--- src/rtl/bcc_pkg.sv ---
package bcc_pkg;

  // Class of condition an opcode asks for
  typedef enum logic [2:0] {
    CK_NONE,
    CK_ALWAYS,
    CK_FLAG,
    CK_SIGNED,
    CK_UNSIGNED
  } cond_kind_e;

  // Decoded condition: flag test fields and relation fields
  typedef struct packed {
    cond_kind_e  kind;
    logic [1:0]  fsel;     // which flag a single-flag test reads
    logic        fneg;     // 1: branch on flag clear
    logic        incl_eq;  // relation also accepts equality
    logic        invert;   // relation is the complement
  } cond_dec_t;

  // Flag positions inside the packed flag vector
  localparam int FLAG_Z = 0;
  localparam int FLAG_N = 1;
  localparam int FLAG_C = 2;
  localparam int FLAG_V = 3;
  localparam int NUM_FLAGS = 4;

  // After A - B: signed A < B when the sign is wrong because of overflow
  function automatic logic signed_below(input logic n, input logic v);
    return n ^ v;
  endfunction

  // After A - B: unsigned A < B exactly when a borrow occurred
  function automatic logic unsigned_below(input logic c);
    return c;
  endfunction

  // Build lt / ge / le / gt from the "below" term and the zero flag
  function automatic logic apply_rel(input logic below, input logic z,
                                     input logic incl_eq, input logic invert);
    logic r;
    r = below | (incl_eq & z);
    return r ^ invert;
  endfunction

endpackage

--- src/rtl/bcc_decode.sv ---
module bcc_decode
  import bcc_pkg::*;
#(
  parameter int              OP_W         = 8,
  parameter logic [OP_W-1:0] BASE         = 8'h38,
  parameter int              FLAG_TESTS   = 8,
  parameter int              REL_PER_KIND = 4
) (
  input  logic [OP_W-1:0] opcode,
  output cond_dec_t       dec
);

  localparam int OFF_W      = OP_W + 1;
  localparam int FLAG_FIRST = 1;
  localparam int FLAG_LAST  = FLAG_TESTS;
  localparam int SGN_FIRST  = FLAG_LAST + 1;
  localparam int SGN_LAST   = SGN_FIRST + REL_PER_KIND - 1;
  localparam int UNS_FIRST  = SGN_LAST + 1;
  localparam int UNS_LAST   = UNS_FIRST + REL_PER_KIND - 1;

  logic [OFF_W-1:0] off;
  logic             in_range;
  logic [2:0]       fidx;
  logic [1:0]       sidx;
  logic [1:0]       uidx;

  always_comb begin
    off      = {1'b0, opcode} - {1'b0, BASE};
    in_range = (opcode >= BASE) && (off <= OFF_W'(UNS_LAST));
    fidx     = off[2:0] - 3'(FLAG_FIRST);
    sidx     = off[1:0] - 2'(SGN_FIRST);
    uidx     = off[1:0] - 2'(UNS_FIRST);

    dec.kind    = CK_NONE;
    dec.fsel    = 2'd0;
    dec.fneg    = 1'b0;
    dec.incl_eq = 1'b0;
    dec.invert  = 1'b0;

    if (in_range) begin
      if (off == '0) begin
        dec.kind = CK_ALWAYS;
      end else if (off <= OFF_W'(FLAG_LAST)) begin
        dec.kind = CK_FLAG;
        dec.fsel = fidx[2:1];
        dec.fneg = fidx[0];
      end else if (off <= OFF_W'(SGN_LAST)) begin
        dec.kind    = CK_SIGNED;
        dec.invert  = sidx[0];
        dec.incl_eq = sidx[1];
      end else begin
        dec.kind    = CK_UNSIGNED;
        dec.invert  = uidx[0];
        dec.incl_eq = uidx[1];
      end
    end
  end

  always_comb begin

    decode_range_chk: assert ((dec.kind == CK_NONE) ||
                              ((int'(opcode) >= int'(BASE)) &&
                               (int'(opcode) <= int'(BASE) + UNS_LAST)))
      else $error("decode claims a branch outside the window");
  end

endmodule

--- src/rtl/bcc_flag_test.sv ---
module bcc_flag_test
  import bcc_pkg::*;
(
  input  logic [NUM_FLAGS-1:0] flags,
  input  logic [1:0]           fsel,
  input  logic                 fneg,
  output logic                 hit
);

  // Two tests per flag: even slot = set, odd slot = clear
  logic [2*NUM_FLAGS-1:0] tests;

  genvar gi;
  generate
    for (gi = 0; gi < NUM_FLAGS; gi++) begin : g_flag
      assign tests[2*gi]   = flags[gi];
      assign tests[2*gi+1] = ~flags[gi];
    end
  endgenerate

  assign hit = tests[{fsel, fneg}];

  always_comb begin

    zero_test_chk: assert (fsel != 2'(FLAG_Z) || hit == (flags[FLAG_Z] != fneg))
      else $error("zero flag test mismatch");

    neg_test_chk: assert (fsel != 2'(FLAG_N) || hit == (flags[FLAG_N] != fneg))
      else $error("negative flag test mismatch");

    carry_test_chk: assert (fsel != 2'(FLAG_C) || hit == (flags[FLAG_C] != fneg))
      else $error("carry flag test mismatch");

    ovf_test_chk: assert (fsel != 2'(FLAG_V) || hit == (flags[FLAG_V] != fneg))
      else $error("overflow flag test mismatch");
  end

endmodule

--- src/rtl/bcc_relation.sv ---
module bcc_relation
  import bcc_pkg::*;
#(
  parameter bit SIGNED_REL = 1'b1
) (
  input  logic n,
  input  logic z,
  input  logic c,
  input  logic v,
  input  logic incl_eq,
  input  logic invert,
  output logic result
);

  logic below;

  generate
    if (SIGNED_REL) begin : g_signed
      assign below = signed_below(n, v);
      logic unused_c;
      assign unused_c = c;
    end else begin : g_unsigned
      assign below = unsigned_below(c);
      logic unused_nv;
      assign unused_nv = n ^ v;
    end
  endgenerate

  assign result = apply_rel(below, z, incl_eq, invert);

  generate
    if (SIGNED_REL) begin : g_sig_chk
      always_comb begin

        slt_chk: assert (incl_eq || invert || result == (n != v))
          else $error("signed less-than mismatch");

        sge_chk: assert (incl_eq || !invert || result == (n == v))
          else $error("signed greater-or-equal mismatch");

        sle_sgt_chk: assert (!incl_eq || result == (invert ? (n == v && !z) : (n != v || z)))
          else $error("signed le/gt mismatch");
      end
    end else begin : g_uns_chk
      always_comb begin

        ult_chk: assert (incl_eq || invert || result == c)
          else $error("unsigned less-than mismatch");

        uge_ule_ugt_chk: assert ((!incl_eq && !invert) ||
                                 result == (incl_eq ? ((c || z) != invert) : !c))
          else $error("unsigned ge/le/gt mismatch");
      end
    end
  endgenerate

endmodule

--- src/rtl/branch_cond_eval.sv ---
module branch_cond_eval
  import bcc_pkg::*;
#(
  parameter int              OP_W         = 8,
  parameter logic [OP_W-1:0] BASE         = 8'h38,
  parameter int              FLAG_TESTS   = 8,
  parameter int              REL_PER_KIND = 4
) (
  input  logic [OP_W-1:0] opcode,
  input  logic            flag_n,
  input  logic            flag_z,
  input  logic            flag_c,
  input  logic            flag_v,
  output logic            taken
);

  localparam int NUM_BRANCH = 1 + FLAG_TESTS + 2 * REL_PER_KIND;
  localparam int LAST_OP    = int'(BASE) + NUM_BRANCH - 1;

  cond_dec_t            dec;
  logic [NUM_FLAGS-1:0] flags;
  logic                 flag_hit;
  logic                 sgn_hit;
  logic                 uns_hit;

  always_comb begin
    flags         = '0;
    flags[FLAG_Z] = flag_z;
    flags[FLAG_N] = flag_n;
    flags[FLAG_C] = flag_c;
    flags[FLAG_V] = flag_v;
  end

  bcc_decode #(
    .OP_W(OP_W), .BASE(BASE), .FLAG_TESTS(FLAG_TESTS), .REL_PER_KIND(REL_PER_KIND)
  ) u_decode (
    .opcode(opcode),
    .dec   (dec)
  );

  bcc_flag_test u_flag (
    .flags(flags),
    .fsel (dec.fsel),
    .fneg (dec.fneg),
    .hit  (flag_hit)
  );

  bcc_relation #(.SIGNED_REL(1'b1)) u_signed (
    .n(flag_n), .z(flag_z), .c(flag_c), .v(flag_v),
    .incl_eq(dec.incl_eq), .invert(dec.invert),
    .result(sgn_hit)
  );

  bcc_relation #(.SIGNED_REL(1'b0)) u_unsigned (
    .n(flag_n), .z(flag_z), .c(flag_c), .v(flag_v),
    .incl_eq(dec.incl_eq), .invert(dec.invert),
    .result(uns_hit)
  );

  always_comb begin
    unique case (dec.kind)
      CK_ALWAYS:   taken = 1'b1;
      CK_FLAG:     taken = flag_hit;
      CK_SIGNED:   taken = sgn_hit;
      CK_UNSIGNED: taken = uns_hit;
      default:     taken = 1'b0;
    endcase
  end

  always_comb begin

    always_taken_chk: assert (opcode != BASE || taken)
      else $error("unconditional branch not taken");

    non_branch_chk: assert (!((int'(opcode) < int'(BASE)) || (int'(opcode) > LAST_OP)) || !taken)
      else $error("non-branch opcode reported taken");
  end

endmodule

--- config.mk ---
export PLATFORM = sky130hd
export DESIGN_NAME = branch_cond_eval
export DESIGN_NICKNAME = d
export VERILOG_FILES = /design/src/rtl/bcc_pkg.sv /design/src/rtl/bcc_decode.sv /design/src/rtl/bcc_flag_test.sv /design/src/rtl/bcc_relation.sv /design/src/rtl/branch_cond_eval.sv
export SDC_FILE = /design/constraint.sdc
export NUM_CORES = 1
export LEC_CHECK = 0
export ABC_AREA = 1
export BUFFER_PORTS_ARGS = -buffer_cell sky130_fd_sc_hd__clkbuf_2
export CAP_MARGIN = 10
export CELL_PAD_IN_SITES_DETAIL_PLACEMENT = 2
export CELL_PAD_IN_SITES_GLOBAL_PLACEMENT = 2
export CORE_MARGIN = 2
export CORE_UTILIZATION = 31
export DETAILED_ROUTE_END_ITERATION = 8
export PLACE_DENSITY = 0.93
export SLEW_MARGIN = 30
export SYNTH_ARGS = -nofsm -noshare
export SYNTH_HDL_FRONTEND = slang
export SYNTH_SLANG_ARGS = --single-unit
--- constraint.sdc ---
create_clock -name vclk -period 2.65
set_input_delay 0.265 -clock vclk [all_inputs]
set_output_delay 0.265 -clock vclk [all_outputs]
set_load 0.01 [all_outputs]
Yosys cells after proc, flatten, opt, wreduce, memory -nomap -nowiden
Index checks and enable logic that the tools add are counted.
- $lt $le $gt $ge: 5
- mux-type cells: 10
- bitwise operators: 10
- reduce and logical (&&, ||, !) cells: 2
- eq/ne operators: 4
- add/sub/neg operators: 3
- operators with widths (kind ; number):
    less-or-equal comparator 9 x 4 -> 1 bit (second input constant) ; 2
    two-way mux 3 bit ; 4
    less-or-equal comparator 9 x 5 -> 1 bit (second input constant) ; 1
    logical NOT 9 bit ; 1
    subtractor 8 x 6 -> 9 bit (second input constant) ; 1
    greater-or-equal comparator 8 x 6 -> 1 bit (second input constant) ; 1
    two-way mux 8 bit ; 1
    == test 3 x 2 -> 1 bit (second input constant) ; 2
    two-way mux 5 bit ; 1
    less-than comparator 3 x 4 -> 1 bit (second input constant) ; 1
    NOT 1 bit ; 4
    case mux 1 bit (4 select lines) ; 1
    binary-select mux 1 bit (select 3 bit) ; 1
    == test 3 x 1 -> 1 bit (second input constant) ; 1
    == test 3 bit (second input constant) ; 1
    subtractor 3 x 1 -> 3 bit (second input constant) ; 1
    bitwise XOR 1 bit ; 3
    two-way mux 2 bit ; 1
    OR 1 bit ; 2
    subtractor 2 x 1 -> 2 bit (second input constant) ; 1
    bitwise AND 1 bit ; 1
    logical AND 1 bit ; 1
    two-way mux 1 bit ; 1
- output and inout bits: 1
- register bits: 0
- bits of input ports: 12
- logic and storage cells: 34

Logic depth before layout (Yosys ltp)
- depth in word-level cells: 10
- mapped depth: 16
- gate-level depth less buffers: 16

Modules after synthesis
Synthesis repeated with hierarchy kept, for this count alone.
- cell total of the unflattened synthesis: 110
- area total of the unflattened synthesis: 585.6 µm²
- modules (own cells, without submodules) (module ; cells an instance ; instances ; area each (µm²) ; seq. area each (µm²)):
    bcc_decode ; 67 ; 1 ; 407.9 ; 0.0
    bcc_flag_test ; 13 ; 1 ; 57.6 ; 0.0
    bcc_relation (u_signed) ; 13 ; 1 ; 51.3 ; 0.0
    branch_cond_eval ; 10 ; 1 ; 41.3 ; 0.0
    bcc_relation (u_unsigned) ; 7 ; 1 ; 27.5 ; 0.0

Worst setup path after synthesis
Ideal clock, no wire load.
- path kind: in2out
- start point: input port opcode[0]
- end point: output port taken
- stages on the path: 16
- required time: 2385 ps
- path buffers: 0
- arrival time: 1519 ps
- setup slack: 866 ps
- cells stage by stage: inv_1 -> ha_1 -> nand2_1 -> nor2_2 -> nand2_1 -> nand2_2 -> nand2_4 -> nor2_8 -> nand2_4 -> nor2_4 -> nand2_1 -> nand3_1 -> nand2_1 -> nand2_1 -> nand3_1 -> nand2_1
- word-level cells in the longest chain between the ends: 9
- elaborated cells on any way between the ends: 28
- ends and longest elaborated chain (what ; line ; text):
    start: declaration ; branch_cond_eval.sv:9 ; input logic [OP_W-1:0] opcode,
    subtractor 8 x 6 -> 9 bit ; bcc_decode.sv:28 ; off = {1'b0, opcode} - {1'b0, BASE};
    less-or-equal comparator 9 x 4 -> 1 bit / subtractor 2 x 1 -> 2 bit (equally long branches) ; bcc_decode.sv:43, bcc_decode.sv:31, bcc_decode.sv:32 ;
    two-way mux 2 bit ; bcc_decode.sv:43 ; end else if (off <= OFF_W'(FLAG_LAST)) begin
    two-way mux 5 bit ; bcc_decode.sv:41 ; if (off == '0) begin
    two-way mux 8 bit * ; bcc_decode.sv:40 ; if (in_range) begin
    parallel branches: the longest is 3 deep, another holds binary-select mux 1 bit (select 3 bit) ; -- ;
    case mux 1 bit (4 select lines) * ; branch_cond_eval.sv:61 ; unique case (dec.kind)
    end: declaration ; branch_cond_eval.sv:14 ; output logic taken
Mark *: on every way between the ends. The select of a mux whose other input is x is not followed.

Final worst setup path
Same ends and word-level chain as after synthesis.

==> metrics <==
# clk buffers 0; Post-Synthesis Cells 99; crit path buf inv count 3; sequential cell area 0 sq um; Seq/Total Area, Yosys 0; Max Slew Vio Count 0; Top Family by Delay on Critical Path simple AND/OR/NAND/NOR gates; GP Congestion 0.756; final wirelength 1810 um; critical path cell sequence clkbuf_2 -> inv_1 -> ha_1 -> nand2_1 -> nor2_2 -> nand2_1 -> nand2_2 -> nand2_4 -> nor2_8 -> nand2_4 -> nor2_4 -> nand2_1 -> nand3_1 -> nand2_1 -> nand2_1 -> nand3_1 -> nand2_1 -> clkbuf_2; GR Util met1 0.230; Top Usage Layer GRT met2; WHS Endpoint taken; mean area per synthesized cell 5.70 sq um; area leader, netlist nand2_1; core area 1730 sq um; Overall Power 0.0000937 W; Hold Fails Final Rpt 0; initial antenna violation count 0; Final Critical Period 2.24 ns; Synth top area share 0.193; pwr dens 142 nW/um^2; DP Wirelength 1710 um; Inst Count DP 137; slowest stage delay, CP 0.20 ns; antenna viol nets, final 0; first-pass GRT wire length 3040 um; GR Overflow Total 0; Slowest cell on crit path ha_1; GRT met3 Usage 0; total global-route track usage 0.194; Final period util 0.846; final cell count without fillers 137; Setup-failing EPs final 0; post-synthesis cell area 564 sq um; post-cts gate resize count 0; Max-Cap Viols 0; DR iter-0 viols 0; CP max FO 5; final setup TNS 0 ns; fin worst setup slack 0.408 ns; drt wl/cell 13.2 um; die area 2180 sq um; Antenna Cells 0; Layout area overhead 17.1%; global routing met2 resource utilization 0.403; worst slack at placement 0.371 ns; Hold Startpoint flag_n; Critical Path Most Common Cell nand2_1; Ports 13; Via Count 653; count leader, synth nand2_1; Ys Warns 0; Port Buffer Count 13; number of global-route vias before repair 720; Hold Crit Class input pin to output port; CTS Hold Buffers Added 0; # rows 15; Die X-Extent 46.7 um; post-DR vias/cell 4.77; Non-Filler Cell Area, Final 661 sq um; Post-layout nets 130; Placed Area 661 sq um; Max-slew headroom 0.889; Remaining DRCs 0; CP Class input pin to output port; pin slew with the least headroom to its limit 0.165 ns; Pleak 0.421 nW; VDD IR max 0.0000443 V; Filler cells 248; pin count of the biggest net entering global routing 8; die height 46.7 um; Post-CTS Setup Bufs 0; Commonest cells post-synth nand2_1, inv_1, nand3_1, nand4_1; startpoint types input pin; Yosys cell types 22; drt pass-1 iters 1; share of post-route cells with drive strength above 1 0.339; top cells by area, synth nand2_1, inv_1, ha_1, nand2_4, nand3_1; RSZ-0062 raised after global routing false; Peak Freq 0.446 GHz; Worst Hold Path Cells 8; Crit. End Element output port; initial core utilization 0.327; syn nets 115; crit path DAT 1.98 ns; seq_cells 0; Critical Path RT 2.38 ns; run status finished clean
worst max path at each step:
stage | startpoint | endpoint | slack [ns] | depth (start not counted)
global placement | opcode[0] | taken | 0.50 | 18
detailed placement | opcode[0] | taken | 0.37 | 18
global route | opcode[0] | taken | 0.18 | 18
CTS | opcode[0] | taken | 0.36 | 18
floorplan | opcode[0] | taken | 0.87 | 16
finish | opcode[0] | taken | 0.41 | 18
cell usage in the layout, fill, tap and decap left out, types with 2 or more instances in the layout:
cell type	n
nand2_2	4
ha_1	4
clkbuf_2	13
nand2_4	4
inv_2	5
inv_1	16
nor2_1	5
nand4_2	2
nor2_4	2
nand3_2	3
nand2_1	29
nand4_1	6
nor2_2	2
nand3_1	8
layout make-up:
type	instances	area, sq um	share of cell area
multi-input combinational	77	480	0.727
inverter	22	83.8	0.127
timing repair buffer	13	65.1	0.0985
tap	25	31.3	0.0473
worst min-delay path, cell delays in order:
cell and delay (ns):
clkbuf_2 0.09, inv_1 0.05, nand2_1 0.05, nand3b_1 0.10
nand3_1 0.07, nand3_1 0.08, nand2_1 0.05, clkbuf_2 0.12
through the flow:
stage / utilization / hold WS, ns
6_report: 0.383 / 1.15
5_1_grt: 0.383 / 1.22
4_1_cts: 0.383 / 1.16
3_5_place_dp: 0.383 / 1.15
3_3_place_gp: 0.383 / 1.12
2_1_floorplan: - / 0.901
where the power goes:
group | total [W] | switching (W) | internal [W]
Clock | 0 | 0 | 0
Combinational | 0.0000937 | 0.0000613 | 0.0000324
Sequential | 0 | 0 | 0
metal layers:
| layer | routed length, um | vias up | share of wire |
|---|---|---|---|
| li1 | - | 339 | - |
| met1 | 766 | 309 | 0.42 |
| met2 | 1030 | 5 | 0.57 |
| met3 | 9 | 0 | 0.0050 |
| met4 | 0 | 0 | 0 |
| met5 | 0 | - | 0 |
cell families (layout without fill, tap and decap cells):
family	count (synthesis)	after routing	share of synthesized area
simple gates	69	69	0.716
buf+inv	22	35	0.149
fa+ha+maj	4	4	0.0887
compound gates	3	3	0.0310
xor+xnor	1	1	0.0155
No activity file was read; power rests on OpenSTA's default activity.
